[config.mk]
export PLATFORM = sky130hd
export DESIGN_NAME = sd_block_xfer
export DESIGN_NICKNAME = d
export VERILOG_FILES = /design/src/rtl/sd_xfer_pkg.sv /design/src/rtl/sd_xfer_arg.sv /design/src/rtl/sd_xfer_wait.sv /design/src/rtl/sd_block_xfer.sv
export SDC_FILE = /design/constraint.sdc
export NUM_CORES = 1
export LEC_CHECK = 0
export BUFFER_PORTS_ARGS = -buffer_cell sky130_fd_sc_hd__buf_2
export CAP_MARGIN = 20
export CORE_MARGIN = 1
export CORE_UTILIZATION = 40
export CTS_CLUSTER_DIAMETER = 40
export DETAILED_ROUTE_END_ITERATION = 7
export GPL_TIMING_DRIVEN = 0
export HOLD_SLACK_MARGIN = 0.12
export PLACE_DENSITY = 0.67
export SETUP_SLACK_MARGIN = 0.5
export SLEW_MARGIN = 20
export SYNTH_ARGS = -nofsm -noshare
export SYNTH_HDL_FRONTEND = slang
export SYNTH_SLANG_ARGS = --single-unit
[constraint.sdc]
create_clock -name clk -period 8.2 [get_ports clk]
set_input_delay 1.64 -clock clk [delete_from_list [all_inputs] [get_ports clk]]
set_output_delay 1.64 -clock clk [all_outputs]
set_load 0.02 [all_outputs]
[src/rtl/sd_xfer_pkg.sv]
`timescale 1ns/1ps
// Shared types and constants for the single-block transfer engine.
// Assumes the SPI-mode command indices and token values of the card protocol.
package sd_xfer_pkg;

    typedef enum logic [3:0] {
        XS_IDLE, XS_CMD, XS_TOKEN, XS_RDATA, XS_RCRC,
        XS_WTOK, XS_WDATA, XS_WCRC, XS_DRESP, XS_BUSY, XS_FIN
    } xfer_state_t;

    typedef enum logic [2:0] {
        ST_OK     = 3'd0,
        ST_R1     = 3'd1,
        ST_TOKTO  = 3'd2,
        ST_DCRC   = 3'd3,
        ST_DWERR  = 3'd4,
        ST_DBAD   = 3'd5,
        ST_BUSYTO = 3'd6,
        ST_ALIGN  = 3'd7
    } xfer_status_t;

    localparam logic [5:0] CMD_RD_BLOCK = 6'd17;
    localparam logic [5:0] CMD_WR_BLOCK = 6'd24;
    localparam logic [7:0] TOKEN_START  = 8'hFE;
    localparam logic [7:0] FILL_BYTE    = 8'hFF;
    localparam logic [2:0] DR_ACCEPT    = 3'b010;
    localparam logic [2:0] DR_CRC       = 3'b101;
    localparam logic [2:0] DR_WRITE     = 3'b110;

endpackage

[src/rtl/sd_xfer_arg.sv]
`timescale 1ns/1ps
// Command argument builder: passes the byte address through, or turns it into
// a block number for block-addressed cards. Also flags block alignment.
// Assumes the block size is 2**SHIFT bytes.
module sd_xfer_arg #(
    parameter int ADDR_W = 32,
    parameter int SHIFT  = 9
) (
    input  logic [ADDR_W-1:0] byte_addr,
    input  logic              hc,
    output logic [31:0]       arg,
    output logic              aligned
);
    logic [ADDR_W-1:0] blk_num;

    // Pick block number or byte address, and test the offset bits.
    always_comb begin
        blk_num = byte_addr >> SHIFT;
        arg     = hc ? 32'(blk_num) : 32'(byte_addr);
        aligned = (byte_addr[SHIFT-1:0] == '0);
    end
endmodule

[src/rtl/sd_xfer_wait.sv]
`timescale 1ns/1ps
// Byte-count limiter for polling loops. It counts the bytes examined since
// clr and raises last when the byte now being examined is the final one
// allowed. A limit of zero behaves as a limit of one.
module sd_xfer_wait #(
    parameter int W = 16
) (
    input  logic         clk,
    input  logic         rst_n,
    input  logic         clr,
    input  logic         step,
    input  logic [W-1:0] limit,
    output logic         last
);
    logic [W-1:0] cnt;

    // Count examined bytes; restart whenever the loop is (re)entered.
    always_ff @(posedge clk) begin
        if (!rst_n)    cnt <= '0;
        else if (clr)  cnt <= '0;
        else if (step) cnt <= cnt + 1'b1;
    end

    // Current byte is the limit-th one.
    assign last = (({1'b0, cnt} + (W+1)'(1)) >= {1'b0, limit});
endmodule

[src/rtl/sd_block_xfer.sv]
`timescale 1ns/1ps
// Single-block transfer engine. It issues the block read or write command
// through an external command engine, then runs the data phase byte by byte
// through an external SPI exchange port. For a read: token search, payload,
// two dropped check bytes. For a write: token, payload, dummy check bytes,
// data-response decode and busy poll.
// Assumes BLK_BYTES is a power of two, the buffer read is combinational, and
// each request is held until its one-cycle done/ack pulse.
module sd_block_xfer
    import sd_xfer_pkg::*;
#(
    parameter int BLK_BYTES = 512,
    parameter int ADDR_W    = 32,
    parameter int TO_W      = 16
) (
    input  logic                         clk,
    input  logic                         rst_n,
    input  logic                         start,
    input  logic                         wr,
    input  logic                         hc,
    input  logic [ADDR_W-1:0]            addr,
    input  logic [TO_W-1:0]              token_limit,
    input  logic [TO_W-1:0]              busy_limit,
    output logic                         cmd_req,
    output logic [5:0]                   cmd_idx,
    output logic [31:0]                  cmd_arg,
    input  logic                         cmd_ack,
    input  logic [7:0]                   cmd_r1,
    output logic                         xb_req,
    output logic [7:0]                   xb_tx,
    input  logic                         xb_done,
    input  logic [7:0]                   xb_rx,
    output logic [$clog2(BLK_BYTES)-1:0] buf_addr,
    output logic                         buf_we,
    output logic [7:0]                   buf_wdata,
    input  logic [7:0]                   buf_rdata,
    output logic                         done,
    output logic                         err,
    output logic [2:0]                   status
);
    localparam int             IW       = $clog2(BLK_BYTES);
    localparam logic [IW-1:0]  LAST_IDX = IW'(BLK_BYTES - 1);
    localparam logic [IW-1:0]  CRC_LAST = IW'(1);

    xfer_state_t  st;
    xfer_status_t status_q;
    logic [IW-1:0] idx;
    logic          wr_q;
    logic [5:0]    cmd_idx_q;
    logic [31:0]   cmd_arg_q;
    logic [31:0]   arg_w;
    logic          aligned_w;
    logic          wait_clr, wait_step, wait_last;
    logic [TO_W-1:0] wait_lim;

    sd_xfer_arg #(.ADDR_W(ADDR_W), .SHIFT(IW)) u_arg (
        .byte_addr (addr),
        .hc        (hc),
        .arg       (arg_w),
        .aligned   (aligned_w)
    );

    // One limiter serves both polling loops; it is cleared on entry to each.
    assign wait_clr  = (st == XS_CMD) || (st == XS_DRESP);
    assign wait_step = xb_done && ((st == XS_TOKEN) || (st == XS_BUSY));
    assign wait_lim  = (st == XS_BUSY) ? busy_limit : token_limit;

    sd_xfer_wait #(.W(TO_W)) u_wait (
        .clk   (clk),
        .rst_n (rst_n),
        .clr   (wait_clr),
        .step  (wait_step),
        .limit (wait_lim),
        .last  (wait_last)
    );

    // Drive the request lines, the outgoing byte and the buffer port from state.
    always_comb begin
        cmd_req   = (st == XS_CMD);
        xb_req    = (st inside {XS_TOKEN, XS_RDATA, XS_RCRC, XS_WTOK,
                                XS_WDATA, XS_WCRC, XS_DRESP, XS_BUSY});
        unique case (st)
            XS_WTOK:  xb_tx = TOKEN_START;
            XS_WDATA: xb_tx = buf_rdata;
            default:  xb_tx = FILL_BYTE;
        endcase
        buf_addr  = idx;
        buf_we    = (st == XS_RDATA) && xb_done;
        buf_wdata = xb_rx;
        done      = (st == XS_FIN);
        err       = (status_q != ST_OK);
        status    = status_q;
        cmd_idx   = cmd_idx_q;
        cmd_arg   = cmd_arg_q;
    end

    // Transfer sequencer: one state per phase, advancing on handshake pulses.
    always_ff @(posedge clk) begin
        if (!rst_n) begin
            st        <= XS_IDLE;
            status_q  <= ST_OK;
            idx       <= '0;
            wr_q      <= 1'b0;
            cmd_idx_q <= '0;
            cmd_arg_q <= '0;
        end else begin
            unique case (st)
                XS_IDLE: if (start) begin
                    wr_q      <= wr;
                    cmd_idx_q <= wr ? CMD_WR_BLOCK : CMD_RD_BLOCK;
                    cmd_arg_q <= arg_w;
                    idx       <= '0;
                    if (!aligned_w) begin
                        status_q <= ST_ALIGN;
                        st       <= XS_FIN;
                    end else begin
                        status_q <= ST_OK;
                        st       <= XS_CMD;
                    end
                end
                XS_CMD: if (cmd_ack) begin
                    if (cmd_r1 != 8'h00) begin
                        status_q <= ST_R1;
                        st       <= XS_FIN;
                    end else begin
                        st <= wr_q ? XS_WTOK : XS_TOKEN;
                    end
                end
                XS_TOKEN: if (xb_done) begin
                    if (xb_rx == TOKEN_START) begin
                        st <= XS_RDATA;
                    end else if (wait_last) begin
                        status_q <= ST_TOKTO;
                        st       <= XS_FIN;
                    end
                end
                XS_RDATA, XS_WDATA: if (xb_done) begin
                    if (idx == LAST_IDX) begin
                        idx <= '0;
                        st  <= (st == XS_RDATA) ? XS_RCRC : XS_WCRC;
                    end else begin
                        idx <= idx + 1'b1;
                    end
                end
                XS_RCRC, XS_WCRC: if (xb_done) begin
                    if (idx == CRC_LAST) begin
                        idx <= '0;
                        st  <= (st == XS_RCRC) ? XS_FIN : XS_DRESP;
                    end else begin
                        idx <= idx + 1'b1;
                    end
                end
                XS_WTOK: if (xb_done) st <= XS_WDATA;
                XS_DRESP: if (xb_done) begin
                    unique case (xb_rx[3:1])
                        DR_ACCEPT: status_q <= ST_OK;
                        DR_CRC:    status_q <= ST_DCRC;
                        DR_WRITE:  status_q <= ST_DWERR;
                        default:   status_q <= ST_DBAD;
                    endcase
                    st <= XS_BUSY;
                end
                XS_BUSY: if (xb_done) begin
                    if (xb_rx == FILL_BYTE) begin
                        st <= XS_FIN;
                    end else if (wait_last) begin
                        status_q <= ST_BUSYTO;
                        st       <= XS_FIN;
                    end
                end
                XS_FIN:  st <= XS_IDLE;
                default: st <= XS_IDLE;
            endcase
        end
    end
endmodule

==> results of run 1 <==
state kept, by name, summed over array words and instances, names as in the netlist:
name and cells:
cmd_arg 32, cmd_idx 3, status 3, st 4, u_wait.cnt 16, buf_addr 9
worst max-delay path, delay by kind of cell:
family / cells / cell delay, ps
and+or+nand+nor: 1 / 220
buffers and inverters: 3 / 660
final cells by class:
type	count	area, sq um	area share [%]
buffer	42	220	3.92
clock buffer	10	128	2.27
clock inverter	6	95.1	1.69
inverter	10	37.5	0.668
multi-input combinational	404	2830	50.3
sequential	67	1340	23.9
tap	140	175	3.12
timing repair buffer	159	796	14.2
routing by layer:
metal	global-route usage (%)	part of all wire, %	vias to the layer above
met2	37.3	50	129
met4	5.48	1.3	0
met3	4.07	6.1	17
li1	-	-	2196
met5	0	0	-
met1	26.5	43	2080
through the flow:
stage,area [sq um],util [%],hold WS [ps]
2_1_floorplan,4420,-,466
3_3_place_gp,5400,50.0,446
3_5_place_dp,5400,50.0,451
4_1_cts,5620,52.1,467
5_1_grt,5620,52.1,483
6_report,5620,52.1,462
cells by family after synthesis:
logic type                 count (synthesis)
muxes                                     41
xor gates and xnor gates                  37
DFF                                       67
other                                      1
adders and majority gates                 20
and+or+nand+nor                          195
buffers and inverters                     52
AOI/OAI and AO/OA                        108
layout by cell type (no fill, tap or decap), types with 3 or more instances in the layout:
master    synthesis  routed
o21ai_1           3       3
o22ai_1           5       5
nor4_1            4       4
nand3b_1         11      11
nor2_1           40      40
a21boi_0         12      12
o211a_1          23      23
dfxtp_1          67      67
conb_1            1       3
nand2b_1         14      14
buf_4            14      14
buf_2             8     167
nand4_1           7       7
nor3_1            8       8
clkbuf_1         18      19
mux2i_1          40      40
nand3_1          21      21
o21a_1            4       4
nand2_1          59      59
and3_1            8       8
nor3b_1           3       3
and2_1            3       3
o211ai_1          4       4
inv_6             0       3
a21oi_1          24      24
inv_1            10      10
ha_1             20      20
xnor2_1          16      16
or3_1             4       4
xor2_1           21      21
o21ai_0          10      10
clkbuf_8          0       9
o221a_1           3       3
synth_stat cells (2+ instances only):
library cell  number
dfxtp_1           67
nand2_1           59
mux2i_1           40
nor2_1            40
a21oi_1           24
o211a_1           23
nand3_1           21
xor2_1            21
ha_1              20
clkbuf_1          18
xnor2_1           16
buf_4             14
nand2b_1          14
a21boi_0          12
nand3b_1          11
inv_1             10
o21ai_0           10
and3_1             8
buf_2              8
nor3_1             8
nand4_1            7
o22ai_1            5
nor4_1             4
o211ai_1           4
o21a_1             4
or3_1              4
and2_1             3
nor3b_1            3
o21ai_1            3
o221a_1            3
a211oi_2           2
buf_1              2
nor2b_1            2
nor3_4             2
or4_1              2
where the power goes:
| group | switching, mW | internal [mW] |
|---|---|---|
| sequential | 0.0381 | 0.388 |
| combinational | 0.371 | 0.216 |
| clock | 0.136 | 0.175 |
| total | 0.545 | 0.779 |
worst max-delay path by stage:
stage	start	to	slack, ps	depth (start not counted)
6_report	xb_done	buf_we	4030	4
2_1_floorplan	xb_done	buf_we	4100	3
5_1_grt	st[0]	status[0]	3920	14
4_1_cts	xb_done	buf_we	4040	4
3_5_place_dp	xb_done	buf_we	4040	4
3_3_place_gp	xb_done	buf_we	4070	4
==> summary.md, run 1 <==
| Metric | Value |
|---|---|
| PD cells | 236 nW/um^2 |
| Synth Cell Area | 4420 sq um |
| Ant. Diodes | 0 |
| DR WL/cell | 14.7 um |
| Unique cell type count in the Yosys netlist | 62 |
| Top FF cell, synth | dfxtp_1 |
| Worst reg2reg path startpoint | st[0] |
| Synth top area share | 30.4% |
| # H-tree levels | 3 |
| TritonCTS Sinks | 67 |
| Core area | 10800 sq um |
| FP Rows | 38 |
| Largest area contributor in the netlist | dfxtp_1 |
| Chip height | 107 um |
| Clock latency on the worst-skew pair | 350 ps |
| Root Driver | clkbuf_8 |
| Post_cts resized | 0 |
| IO Count | 166 |
| Async S/R FF share, synth | 0% |
| Critical setup path kind | primary input to primary output |
| DRC | 0 |
| Arrival time worst endpoint | 2530 ps |
| Slew Limit Fails | 0 |
| Seq/Total Area, Yosys | 30.4% |
| RSZ-0062 raised after global routing | false |
| Worst Hold Depth | 2 |
| RePlAce Congestion | 0.874 |
| Maximum clock path buffer count | 2 |
| Final worst slack | 4030 ps |
| Static leakage power | 2.74 nW |
| Compound-Gate Fraction of Synth Area | 18.7% |
| P&R area growth vs syn | 27.2% |
| Drt total wl | 12300 um |
| Pre-CTS setup slack | 4040 ps |
| Vias in the first global route | 4183 |
| Maximum clock rate | 240 MHz |
| Final Power | 1.32 mW |
| Reg-to-Reg End | status[0] |
| Nets | 808 |
| R2R Setup Slk | 4230 ps |
| Worst VDD drop | 0.145 mV |
| 1st-iter DRT viols | 215 |
| Synth warn | 0 |
| Fin cells | 838 |
| Worst min path class | register to register |
| CP Launch Type | primary input |
| Die area | 11500 sq um |
| Final HPWL DP | 9810 um |
| Dpl cells | 822 |
| Initial antenna violation count | 0 |
| Clock skew | 19.0 ps |
| Die width | 107 um |
| Cells after synthesis | 521 |
| First-pass GRT wire length | 19600 um |
| Hold Vio Cnt, Final | 0 |
| Critical path fanouts, max | 9 |
| Tot GR Track Use | 21.3% |
| CP Cell Sequence | clkbuf_1, inv_1, nor3_1, buf_2 |
| Largest net degree at the start of global routing | 14 |
| Initial Util | 40.9% |
| Synthesis-stage register bit count | 67 |
| Port bufs | 159 |
| Xor/xnor share of the synthesized area | 7.34% |
| Setup violations, final | 0 |
| Antenna Nets Post-Route | 0 |
| Relative slew slack | 43.5% |
| Mux contribution to synthesized area | 9.32% |
| Max-cap viol count | 0 |
| Post-synthesis simple-gate area fraction | 22.7% |
| CTS clk-pin slew, worst paths | 70 ps |
| CTS buffer count | 9 |
| TritonCTS clock tree | built |
| Largest family of logic cells by synthesized area | simple AND/OR/NAND/NOR gates |
| DR vias | 4422 |
| Mean Syn Cell Area | 8.48 sq um |
| Cts hold-fix bufs | 0 |
| Adder-cell share of the synthesized area | 5.67% |
| Worst path slowest cell | clkbuf_1 |
| Status | complete, no violations |
| Crit. End Element | primary output |
| Detailed Routing Iterations Pass 1 | 6 |
| Drt via density | 5.28 |
| Crit-path max cell delay | 340 ps |
| Fin crit period | 4170 ps |
| Share of cells above drive strength 1 | 29.8% |
| Top post-synthesis cells by area | dfxtp_1 30%, mux2i_1 9.1%, ha_1 5.7% |
| Worst reg-to-reg path cell count | 14 |
| Setup TNS Final | 0 ps |
| Post-CTS Setup Inserts | 0 |
| Global route overflow | 0 |
| Post-synth EDFFs | 0 |
| Hold Path Sink | cmd_arg[25] |
| Data required time of the worst path | 6560 ps |
| Final period util | 50.9% |
| Hold Crit Start | cmd_arg[25] |
| Fill cell count | 1071 |
| Slew of the pin with the lowest slew margin | 841 ps |
Power figures use the tool's default switching activity.
==> run 2: changes to the inputs <==
clock period = 4 ns   (was 8.2 ns; I/O delays follow)
==> run 2 against run 1 <==
Count of clock-buffer cells in the layout is the same. Cell count grew 3.3%. Largest cell class unchanged. Worst hold slack gained 1.4 ps.
==> summary.md, run 2 (same netlist as run 1, synthesis figures left out) <==
| Metric | Value |
|---|---|
| Status | complete, no violations |
| Clock skew | 17.3 ps (-1.71 ps) |
| Relative slew slack | 45.8% (+2.2 points) |
| Slew of the pin with the lowest slew margin | 807 ps (-33.5 ps) |
| M1 GR Usage | 26.3% (-0.16 points) |
| Final worst slack | 615 ps (-3410 ps) |
| Slew Limit Fails | 0 (unchanged) |
| DR vias | 4541 (+2.7%) |
| DRC | 0 (unchanged) |
| First-pass GRT wire length | 19700 um (+0.21%) |
| Sw Share | 40.7% (-0.44 points) |
| Clock latency on the worst-skew pair | 350 ps (about the same) |
| TritonCTS clock tree | built |
| Chip height | 107 um (unchanged) |
| Worst VDD drop | 0.303 mV (+110%) |
| Clock power share | 22.7% (-0.8 points) |
| Net Switching | 1.14 mW (+110%) |
| CTS buffer count | 9 (unchanged) |
| Fin crit period | 3380 ps |
| Maximum clock rate | 295 MHz |
| Comb pwr share | 46.2% (+1.8 points) |
| Commonest non-fill, non-tap cell in the layout | buf_2 |
| TritonCTS Sinks | 67 (unchanged) |
| # H-tree levels | 3 (unchanged) |
| Met3 usage | 4.07% (unchanged) |
| DR WL/cell | 14.9 um (+1.7%) |
| Die width | 107 um (unchanged) |
| Flop pwr share | 31.1% (-1.1 points) |
| Nets | 836 (+3.5%) |
| RSZ-0062 raised after global routing | false |
| Tot GR Track Use | 21.3% (+0.075 points) |
| P_int | 1.66 mW (+110%) |
| CTS clk-pin slew, worst paths | 70 ps (about the same) |
| Hold Vio Cnt, Final | 0 (unchanged) |
| CP Launch Type | register |
| Maximum clock path buffer count | 2 (unchanged) |
| Max-cap viol count | 0 (unchanged) |
| Critical setup path kind | register to register |
| FP Rows | 38 (unchanged) |
| Initial Util | 40.9% (unchanged) |
| 1st-iter DRT viols | 280 (+30%) |
| Max reg flops | 32 (unchanged) |
| Met2 global-route usage | 37.8% (+0.46 points) |
| Final HPWL DP | 9810 um (unchanged) |
| Static leakage power | 2.90 nW (+5.9%) |
| Final period util | 84.6% |
| Critical path fanouts, max | 6 (-3) |
| Die area | 11500 sq um (unchanged) |
| Largest net degree at the start of global routing | 14 (unchanged) |
| Vias in the first global route | 4190 (+0.17%) |
| Drt via density | 5.24 (-0.63%) |
| Root Driver | clkbuf_8 |
| Setup violations, final | 0 (unchanged) |
| Global route overflow | 0 (unchanged) |
| Drt total wl | 12900 um (+5.1%) |
| Port bufs | 159 (unchanged) |
| Antenna Nets Post-Route | 0 (unchanged) |
| Pre-CTS setup slack | 38.2 ps (-4010 ps) |
| Commonest cells after routing, fill and taps aside | 164 x buf_2, 58 x nand2_1, 58 x dfxtp_1 |
| Share of cells above drive strength 1 | 35.4% (+5.6 points) |
| Worst min path class | register to register |
| Crit. End Element | register |
| Initial antenna violation count | 0 (unchanged) |
| Setup TNS Final | 0 ps (unchanged) |
| Arrival time worst endpoint | 3610 ps (+1080 ps) |
| Detailed Routing Iterations Pass 1 | 4 (-2) |
| Core area | 10800 sq um (unchanged) |
| GRT busiest layer | met2 |
| IO Count | 166 (unchanged) |
| Ant. Diodes | 0 (unchanged) |
| Data required time of the worst path | 4230 ps (-2330 ps) |
| P&R area growth vs syn | 35.9% |
| PD cells | 467 nW/um^2 (+98%) |
| RePlAce Congestion | 0.874 (unchanged) |
run 2: cell types whose count changed in the layout (fill, tap and decap cells not counted), sizes merged:
| cell | before | now |
|---|---|---|
| buf | 183 | 210 |
| clkinvlp | 0 | 1 |
| clkbuf | 28 | 29 |
| inv | 13 | 12 |
run 2: worst max-delay path, cell delays in order, from the launching register on:
cell and delay, ps:
dfxtp_4 340, or2_2 270, buf_6 130, nor3_4 150, buf_6 160, buf_12 120, mux2i_4 240, ha_4 230
a211oi_2 240, o21bai_1 120, a221o_1 350, a211oi_4 250, buf_6 150, nand2_2 70, a21o_1 220, o221a_1 240
run 2: cell type report:
| type | count | area (sq um) |
|---|---|---|
| clock inverters | 6 | 95.1 |
| well taps | 140 | 175 |
| multi-input cells | 404 | 2920 |
| repair buffers | 187 | 1030 |
| plain buffers | 42 | 251 |
| clock buffers | 10 | 128 |
| flip-flops and latches | 67 | 1360 |
| inverters | 10 | 41.3 |
| fillers | 1031 | 4790 |
run 2: timing repair:
action,in CTS,in global routing
setup endpoints to repair,6,3
buffers inserted,4,23
gates resized for setup,9,32
hold buffers,0,0
pin swaps,4,13
cloned,0,1
run 2: per-layer routing:
metal	wire, um	part of all wire, %
met5	0	0
met4	175	1.4
met3	772	6.0
met2	6520	51
met1	5440	42
run 2: power by group through the flow:
stage / Sequential [mW] / Combinational (mW) / Clock [mW]
final: 0.871 / 1.30 / 0.637
after CTS: 0.874 / 1.21 / 0.649
after global routing: 0.887 / 1.40 / 0.683
after floorplan: 1.01 / 0.699 / 0
after detailed placement: 0.888 / 1.20 / 0
after global placement: 0.884 / 1.18 / 0
run 2: path summary, 6_finish.rpt:
path | start | end | slack, ps | depth (start not counted)
setup reg to reg | st[2] | status[0] | 620 | 15
setup / recovery | st[2] | status[0] | 620 | 15
hold / removal | cmd_arg[25] | cmd_arg[25] | 460 | 2
hold reg to reg | cmd_arg[25] | cmd_arg[25] | 460 | 2
run 2: metrics by stage:
step | instances | utilization, % | cell area, sq um | hold WS [ps] | power [mW]
3_5_place_dp | 822 | 50.0 | 5400 | 451 | 2.09
3_3_place_gp | 822 | 50.0 | 5400 | 446 | 2.07
5_1_grt | 866 | 55.6 | 6000 | 483 | 2.97
4_1_cts | 842 | 52.6 | 5680 | 467 | 2.73
2_1_floorplan | 523 | - | 4420 | 466 | 1.71
6_report | 866 | 55.6 | 6000 | 464 | 2.80
